### config.mk
export PLATFORM = sky130hd
export DESIGN_NAME = flash_bus_if
export DESIGN_NICKNAME = d
export VERILOG_FILES = /design/src/rtl/fbi_pkg.sv /design/src/rtl/fbi_sync.sv /design/src/rtl/fbi_read_ctl.sv /design/src/rtl/fbi_wr_capture.sv /design/src/rtl/flash_bus_if.sv
export SDC_FILE = /design/constraint.sdc
export NUM_CORES = 1
export LEC_CHECK = 0
export CORE_MARGIN = 2
export CORE_UTILIZATION = 37
export CTS_BUF_LIST = sky130_fd_sc_hd__clkbuf_16
export CTS_CLUSTER_SIZE = 16
export DETAILED_ROUTE_END_ITERATION = 7
export PLACE_DENSITY = 0.63
export SETUP_SLACK_MARGIN = 0.4
export SYNTH_ARGS = -nofsm -noshare
export SYNTH_HDL_FRONTEND = slang
export SYNTH_SLANG_ARGS = --single-unit
### constraint.sdc
create_clock -name clk_i -period 3.9 [get_ports clk_i]
set_input_delay 0.585 -clock clk_i [delete_from_list [all_inputs] [get_ports clk_i]]
set_output_delay 0.585 -clock clk_i [all_outputs]
set_load 0.01 [all_outputs]
### src/rtl/fbi_pkg.sv
package fbi_pkg;

  typedef enum logic [1:0] {
    FB_STANDBY = 2'd0,
    FB_READ    = 2'd1,
    FB_WRITE   = 2'd2,
    FB_OUTDIS  = 2'd3
  } fbi_mode_e;

  typedef struct packed {
    logic ce_n;
    logic oe_n;
    logic we_n;
  } fbi_ctl_t;

  localparam int CTL_W = 3;

endpackage

### src/rtl/fbi_sync.sv
module fbi_sync #(
  parameter int          W       = 8,
  parameter int          STAGES  = 2,
  parameter logic [W-1:0] RST_VAL = '0
) (
  input  logic         clk_i,
  input  logic         rst_ni,
  input  logic [W-1:0] d_i,
  output logic [W-1:0] q_o
);

  logic [STAGES-1:0][W-1:0] stg_q;
  logic [STAGES-1:0][W-1:0] stg_d;

  generate
    for (genvar gi = 0; gi < STAGES; gi++) begin : g_stage
      if (gi == 0) begin : g_first
        assign stg_d[gi] = d_i;
      end else begin : g_rest
        assign stg_d[gi] = stg_q[gi-1];
      end
    end
  endgenerate

  always_ff @(posedge clk_i or negedge rst_ni) begin
    if (!rst_ni) begin
      for (int i = 0; i < STAGES; i++) stg_q[i] <= RST_VAL;
    end else begin
      stg_q <= stg_d;
    end
  end

  assign q_o = stg_q[STAGES-1];

endmodule

### src/rtl/fbi_read_ctl.sv
module fbi_read_ctl
  import fbi_pkg::*;
#(
  parameter int DATA_W = 8
) (
  input  logic              clk_i,
  input  logic              rst_ni,
  input  fbi_ctl_t          ctl_i,
  input  fbi_ctl_t          ctl_prev_i,
  input  logic [DATA_W-1:0] rdata_i,
  output logic              drive_o,
  output logic [DATA_W-1:0] dout_o,
  output fbi_mode_e         mode_o
);

  logic both_lo_cur;
  logic both_lo_prev;
  logic rd_q;
  logic rd_d;

  assign both_lo_cur  = ~ctl_i.ce_n & ~ctl_i.oe_n;
  assign both_lo_prev = ~ctl_prev_i.ce_n & ~ctl_prev_i.oe_n;

  // A read opens only on the sample where CE/OE become jointly low with WE high,
  // and persists while that holds.
  always_comb begin
    rd_d = both_lo_cur & ctl_i.we_n & (rd_q | ~both_lo_prev);
  end

  always_ff @(posedge clk_i or negedge rst_ni) begin
    if (!rst_ni) rd_q <= 1'b0;
    else         rd_q <= rd_d;
  end

  assign drive_o = rd_q & both_lo_cur & ctl_i.we_n;
  assign dout_o  = drive_o ? rdata_i : '0;

  always_comb begin
    if (ctl_i.ce_n)                    mode_o = FB_STANDBY;
    else if (drive_o)                  mode_o = FB_READ;
    else if (!ctl_i.we_n && ctl_i.oe_n) mode_o = FB_WRITE;
    else                               mode_o = FB_OUTDIS;
  end

  // an open read implies the previous sample had a valid read pin state
  assert_read_pins_R1: assert property (@(posedge clk_i) disable iff (!rst_ni)
    rd_q |-> ($past(both_lo_cur) && $past(ctl_i.we_n)));

  // a read may only start from a non-read state with WE already high
  assert_read_start_R2: assert property (@(posedge clk_i) disable iff (!rst_ni)
    $rose(rd_q) |-> ($past(ctl_i.we_n) && !$past(both_lo_prev)));

  // a release of CE or OE closes the read at the next edge
  assert_release_R3: assert property (@(posedge clk_i) disable iff (!rst_ni)
    (ctl_i.ce_n || ctl_i.oe_n) |=> !rd_q);

endmodule

### src/rtl/fbi_wr_capture.sv
module fbi_wr_capture
  import fbi_pkg::*;
#(
  parameter int ADDR_W = 17,
  parameter int DATA_W = 8
) (
  input  logic              clk_i,
  input  logic              rst_ni,
  input  fbi_ctl_t          ctl_i,
  input  fbi_ctl_t          ctl_prev_i,
  input  logic [ADDR_W-1:0] addr_i,
  input  logic [DATA_W-1:0] data_i,
  output logic              stb_o,
  output logic [ADDR_W-1:0] addr_o,
  output logic [DATA_W-1:0] data_o
);

  logic              cw_cur;
  logic              cw_prev;
  logic              busy_q, busy_d;
  logic              stb_q, stb_d;
  logic [ADDR_W-1:0] addr_q, addr_d;
  logic [DATA_W-1:0] data_q, data_d;
  logic              addr_en;
  logic              data_en;

  assign cw_cur  = ~ctl_i.ce_n & ~ctl_i.we_n;
  assign cw_prev = ~ctl_prev_i.ce_n & ~ctl_prev_i.we_n;

  // Later falling of CE/WE == start of joint-low; first rising == its end.
  always_comb begin
    busy_d  = busy_q;
    stb_d   = 1'b0;
    addr_en = 1'b0;
    data_en = 1'b0;
    if (!busy_q) begin
      if (cw_cur && !cw_prev && ctl_i.oe_n) begin
        busy_d  = 1'b1;
        addr_en = 1'b1;
      end
    end else if (!ctl_i.oe_n) begin
      busy_d = 1'b0;
    end else if (!cw_cur) begin
      busy_d  = 1'b0;
      stb_d   = 1'b1;
      data_en = 1'b1;
    end
  end

  always_comb begin
    addr_d = addr_en ? addr_i : addr_q;
    data_d = data_en ? data_i : data_q;
  end

  always_ff @(posedge clk_i or negedge rst_ni) begin
    if (!rst_ni) begin
      busy_q <= 1'b0;
      stb_q  <= 1'b0;
      addr_q <= '0;
      data_q <= '0;
    end else begin
      busy_q <= busy_d;
      stb_q  <= stb_d;
      addr_q <= addr_d;
      data_q <= data_d;
    end
  end

  assign stb_o  = stb_q;
  assign addr_o = addr_q;
  assign data_o = data_q;

  // strobe is exactly one clock wide
  assert_stb_pulse_R10: assert property (@(posedge clk_i) disable iff (!rst_ni)
    stb_q |=> !stb_q);

  // no strobe unless OE was high on the completing sample
  assert_stb_oe_high_R9: assert property (@(posedge clk_i) disable iff (!rst_ni)
    stb_q |-> $past(ctl_i.oe_n));

  // address frozen while a write cycle stays open
  assert_addr_hold_R6: assert property (@(posedge clk_i) disable iff (!rst_ni)
    (busy_q && $past(busy_q)) |-> $stable(addr_q));

  // byte changes only together with a strobe
  assert_data_with_stb_R7: assert property (@(posedge clk_i) disable iff (!rst_ni)
    !$stable(data_q) |-> stb_q);

endmodule

### src/rtl/flash_bus_if.sv
module flash_bus_if
  import fbi_pkg::*;
#(
  parameter int ADDR_W      = 17,
  parameter int DATA_W      = 8,
  parameter int SYNC_STAGES = 2
) (
  input  logic              clk_i,
  input  logic              rst_ni,
  input  logic              ce_ni,
  input  logic              oe_ni,
  input  logic              we_ni,
  input  logic [ADDR_W-1:0] addr_i,
  input  logic [DATA_W-1:0] wdata_i,
  input  logic [DATA_W-1:0] rdata_i,
  output logic [DATA_W-1:0] dout_o,
  output logic              dout_en_o,
  output logic [1:0]        mode_o,
  output logic [ADDR_W-1:0] rd_addr_o,
  output logic              wr_stb_o,
  output logic [ADDR_W-1:0] wr_addr_o,
  output logic [DATA_W-1:0] wr_data_o
);

  localparam int BUS_W = CTL_W + ADDR_W + DATA_W;
  localparam logic [BUS_W-1:0] BUS_IDLE = {3'b111, {(ADDR_W + DATA_W){1'b0}}};

  // reset: asserted asynchronously, released on the clock
  logic [1:0] rst_sh_q;
  logic       rst_n;

  always_ff @(posedge clk_i or negedge rst_ni) begin
    if (!rst_ni) rst_sh_q <= 2'b00;
    else         rst_sh_q <= {rst_sh_q[0], 1'b1};
  end
  assign rst_n = rst_sh_q[1];

  logic [BUS_W-1:0]  bus_raw;
  logic [BUS_W-1:0]  bus_s;
  fbi_ctl_t          ctl_s;
  fbi_ctl_t          ctl_prev_q;
  logic [ADDR_W-1:0] addr_s;
  logic [DATA_W-1:0] data_s;
  fbi_mode_e         mode;

  assign bus_raw = {ce_ni, oe_ni, we_ni, addr_i, wdata_i};

  fbi_sync #(
    .W       (BUS_W),
    .STAGES  (SYNC_STAGES),
    .RST_VAL (BUS_IDLE)
  ) u_sync (
    .clk_i  (clk_i),
    .rst_ni (rst_n),
    .d_i    (bus_raw),
    .q_o    (bus_s)
  );

  assign ctl_s  = fbi_ctl_t'(bus_s[BUS_W-1 -: CTL_W]);
  assign addr_s = bus_s[DATA_W +: ADDR_W];
  assign data_s = bus_s[DATA_W-1:0];

  always_ff @(posedge clk_i or negedge rst_n) begin
    if (!rst_n) ctl_prev_q <= fbi_ctl_t'(3'b111);
    else        ctl_prev_q <= ctl_s;
  end

  fbi_read_ctl #(
    .DATA_W (DATA_W)
  ) u_read (
    .clk_i      (clk_i),
    .rst_ni     (rst_n),
    .ctl_i      (ctl_s),
    .ctl_prev_i (ctl_prev_q),
    .rdata_i    (rdata_i),
    .drive_o    (dout_en_o),
    .dout_o     (dout_o),
    .mode_o     (mode)
  );

  fbi_wr_capture #(
    .ADDR_W (ADDR_W),
    .DATA_W (DATA_W)
  ) u_write (
    .clk_i      (clk_i),
    .rst_ni     (rst_n),
    .ctl_i      (ctl_s),
    .ctl_prev_i (ctl_prev_q),
    .addr_i     (addr_s),
    .data_i     (data_s),
    .stb_o      (wr_stb_o),
    .addr_o     (wr_addr_o),
    .data_o     (wr_data_o)
  );

  assign mode_o    = mode;
  assign rd_addr_o = addr_s;

  // standby never drives the data pins
  assert_standby_quiet_R4: assert property (@(posedge clk_i) disable iff (!rst_n)
    (mode_o == 2'd0) |-> !dout_en_o);

  // write mode is never reported while driving
  assert_mode_excl_R5: assert property (@(posedge clk_i) disable iff (!rst_n)
    dout_en_o |-> (mode_o == 2'd1));

endmodule

Yosys cells after proc, flatten, opt, wreduce, memory -nomap -nowiden
Cells that the tools add are included.

storage, ports and cells
  bits in registers = 89
  output and inout port bits = 54
  input port bits = 38
  word-level logic and storage cells = 44

cells by class
  reductions and logical operators = 5
  bitwise gates (word level) = 16
  muxes and demuxes = 12

operators with widths
  operator           count
  1-bit 2-to-1 mux   9
  1-bit AND          8
  8-bit 2-to-1 mux   1
  1-bit NOT          7
  2-bit 2-to-1 mux   2
  1-bit logical AND  3
  1-bit zero test    2
  1-bit bitwise OR   1

Longest topological paths before layout
  word-level depth = 7
  mapped depth = 6
  gate-level depth less buffers = 3

Cells and area by module
Synthesis repeated with hierarchy kept, for this count alone.

second synthesis, totals
  cells, all modules = 139
  area total of the unflattened synthesis = 2742.6 µm²

modules (own cells, without submodules)
  module          area each (µm²)  cells an instance  times used  sequential area each (µm²)
  fbi_sync        1408.9           56                 1           1408.9
  fbi_wr_capture  1073.5           60                 1           675.6
  flash_bus_if    132.6            6                  1           128.9
  fbi_read_ctl    127.6            17                 1           25.0

Least setup slack after synthesis
OpenSTA, ideal clock, no wires.

  path kind = flip-flop to output port
  start = reg u_sync.stg_q, in the netlist u_sync.q_o[25]
  end = out dout_o[0]
  setup slack = 2.002 ns
  cell stages (with the launch flop) = 4
  arrival = 1.313 ns
  buffers on the path = 0
  data required time = 3.315 ns
  cells stage by stage = dfstp_2 > inv_1 > nor4b_4 > and2_1

between the ends
  word-level cells in the longest chain between the ends = 2

ends and longest elaborated chain
  item                    line                text
  start, declared         fbi_sync.sv:12      logic [STAGES-1:0][W-1:0] stg_q;
  start signal, assigned  fbi_sync.sv:29      stg_q <= stg_d;
  1-bit AND               fbi_read_ctl.sv:35  assign drive_o = rd_q & both_lo_cur & ctl_i.we_n;
  named net dout_en_o     flash_bus_if.sv:17  output logic dout_en_o,
  8-bit 2-to-1 mux        fbi_read_ctl.sv:36  assign dout_o = drive_o ? rdata_i : '0;
  end, declared           flash_bus_if.sv:16  output logic [DATA_W-1:0] dout_o,

The timed path passes the listed nets, and every way through them passes these cells.

Worst setup path in the final report
  start = reg u_sync.stg_q, in the netlist u_sync.q_o[25]
  end = out dout_o[3]

between the ends
  word-level cells in the longest chain between the ends = 2

ends and longest elaborated chain
  item              line
  1-bit AND         fbi_read_ctl.sv:35
  8-bit 2-to-1 mux  fbi_read_ctl.sv:36

Every way passes these cells.

==> results_dict.tcl <==
set metrics [dict create \
    synth_top_area_share_pct 69.5 \
    overflow 0 \
    drtPass1Iterations 3 \
    synthCells 155 \
    synth_top_cell_by_area "dfrtp_1" \
    ys_warn_count 0 \
    final_layout_size_suffix_gt1_share_pct 21.5 \
    via_per_inst 4.08 \
    h-tree-depth 3 \
    hp-class "flop to flop" \
    antenna_found_initial 0 \
    critical_path.slowest_cell "dfstp_2" \
    synth_seq_cells 89 \
    hold_viol_final 0 \
    path_cells "inv_1 > nor4b_4 > and2_1 > clkdlybuf4s50_1" \
    cts_made_buffers 9 \
    max_freq_mhz 363 \
    grt_pass1_vias 1540 \
    finalClockSkew_ns 0.00801 \
    drtIter0Drc 37 \
    wl_per_cell_um 12.6 \
    crit_buf_inv 2 \
    ff_latch_area_um2 2240 \
    stdcell_count 344 \
    required_ns 3.31 \
    cp-start-kind "flop" \
    min_to "u_sync.q_o[22]" \
    hold_buffers 0 \
    maxSlewHeadroom_pct 29.4 \
    post-route-drc-count 0 \
    setup_viol 0 \
    drv_cap 0 \
    status "finished, final reports clean" \
    finalNetCount 275 \
    grt_max_degree 88 \
    track_usage_pct 11.7 \
    dp_hpwl_um 2900 \
    multiInputGateArea_um2 463 \
    routed_wl_um 4350 \
    cp_max_fo 10 \
    clockBufferDepth 2 \
    post_cts_buffers 0 \
    clk_pin_slew_worst_paths_ns 0.06 \
    yosys_most_used_dff "dfrtp_1" \
    gp_congestion 0.687 \
    whs_path_depth 0 \
    rsz0062_at_grt "no" \
    start_util_pct 37.6 \
    rr_startpoint "ctl_prev_q[2]" \
    core_area_um2 7650 \
    antenna_left 0 \
    finalSetupTns_ns 0 \
    cp-end-kind "output port" \
    period_share_pct 70.6 \
    dp.cells 328 \
    clk_latency_ns 0.33 \
    path_class "flop to output port" \
    dieWidth_um 92.2 \
    synth_enable_flop_cells 0 \
    cts_tree "done" \
    yosysSeqAreaShare_pct 77.7 \
    port_buffers 91 \
    crit_family "simple AND/OR/NAND/NOR gates" \
    slew_violations 0 \
    clock-root-buffer "clkbuf_16" \
    reg2reg_depth 3 \
    yosysMostFrequentCell "dfrtp_1" \
    num_antenna_cells 0 \
    r2r-end "u_write.addr_o[5]" \
    r2r_slack_ns 1.80 \
    core.rowCount 32 \
    area_delta_synth_final_pct 40.4 \
    worstHoldStart "u_sync.stg_d[50]" \
    cpPeakStageDelay_ns 0.57 \
    die_area_um2 8500 \
    synthesis.area_um2 2880 \
    die_h_um 92.2 \
    synthArstFlopShare_pct 100 \
    vias 1404 \
    synthTopCellsByCount "80 x dfrtp_1, 17 x buf_4, 15 x mux2_2" \
    irDropWorstVdd_mv 0.304 \
    power.density_nw_per_um2 545 \
    cts_sinks 89 \
    post_cts_resized 0 \
    nFillCells 637 \
    yosysUniqueCellTypes 19 \
    pin_count 92 \
    synthTopCellsByArea "dfrtp_1 70%, dfstp_2 8.2%, mux2_2 5.9%" \
    worst_pin_slew_ns 1.06 \
    p_leak_nw 1.74 \
    grt_pass1_wl_um 7580 \
    synth_nets 193 \
    avgSynthCellArea_um2 18.6 \
    finalCriticalPeriod_ns 2.75 \
    cp.arrival_ns 2.17 \
]
sequential cells by signal, indices dropped and copies added (netlist names):
signal          flops
ctl_prev_q          3
rst_sh_q            2
u_read.rd_q         1
u_sync.q_o         28
u_sync.stg_d       28
u_write.addr_o     17
u_write.busy_q      1
u_write.data_o      8
u_write.stb_o       1
area by class of cell:
class	count	area share, %
timing repair buffer	91	22.5
inverter	2	0.186
clock inverter	7	1.61
clock buffer	9	5.57
multi-input combinational	44	11.5
tap	102	3.16
sequential	89	55.5
routing by layer:
| metal | GRT usage (%) | wire length, µm | vias to the layer above |
|---|---|---|---|
| li1 | - | - | 654 |
| met1 | 14.7 | 1870 | 690 |
| met2 | 18.1 | 2080 | 50 |
| met3 | 3.62 | 290 | 10 |
| met4 | 6.59 | 102 | 0 |
| met5 | 0 | 0 | - |
worst max-delay path by stage:
stage                        start           to  slack (ns)  depth (start not counted)
floorplan              rst_sh_q[1]  u_read.rd_q        1.25                          0
global placement    u_sync.q_o[25]    dout_o[3]        1.54                          4
detailed placement  u_sync.q_o[25]    dout_o[3]        1.48                          4
CTS                 u_sync.q_o[25]    dout_o[3]        1.12                          4
global route        u_sync.q_o[25]    dout_o[6]        1.01                          4
finish              u_sync.q_o[25]    dout_o[3]        1.15                          4
cells by family after synthesis:
family	share of synthesized area [%]
muxes	11.1
buffers and inverters	6.17
DFF	77.7
and+or+nand+nor	3.87
AOI/OAI and AO/OA	0.999
other	0.130
layout by cell type (no fill, tap or decap), drive strengths merged, types with 2 or more instances in the layout:
cell / count
inv: 5
clkbuf: 9
dfrtp: 80
dfstp: 9
clkdlybuf4s50: 91
nor2: 3
clkinvlp: 2
mux2: 25
and2: 8
report_power, final:
group	internal [mW]	switching, mW
clock network	0.490	0.324
logic	0.215	0.0889
registers	1.02	0.0620
total	1.73	0.475
through the flow:
| step | total power [mW] | util (%) | worst slack, ns | area, µm² | hold WS, ns |
|---|---|---|---|---|---|
| floorplan | 1.22 | - | 1.25 | 2880 | 0.289 |
| global placement | 1.41 | 49.1 | 1.54 | 3750 | 0.332 |
| detailed placement | 1.41 | 49.1 | 1.48 | 3750 | 0.335 |
| CTS | 2.24 | 52.8 | 1.12 | 4040 | 0.342 |
| global route | 2.31 | 52.8 | 1.01 | 4040 | 0.349 |
| finish | 2.20 | 52.8 | 1.15 | 4040 | 0.342 |
(Power assumes the default switching activity.)
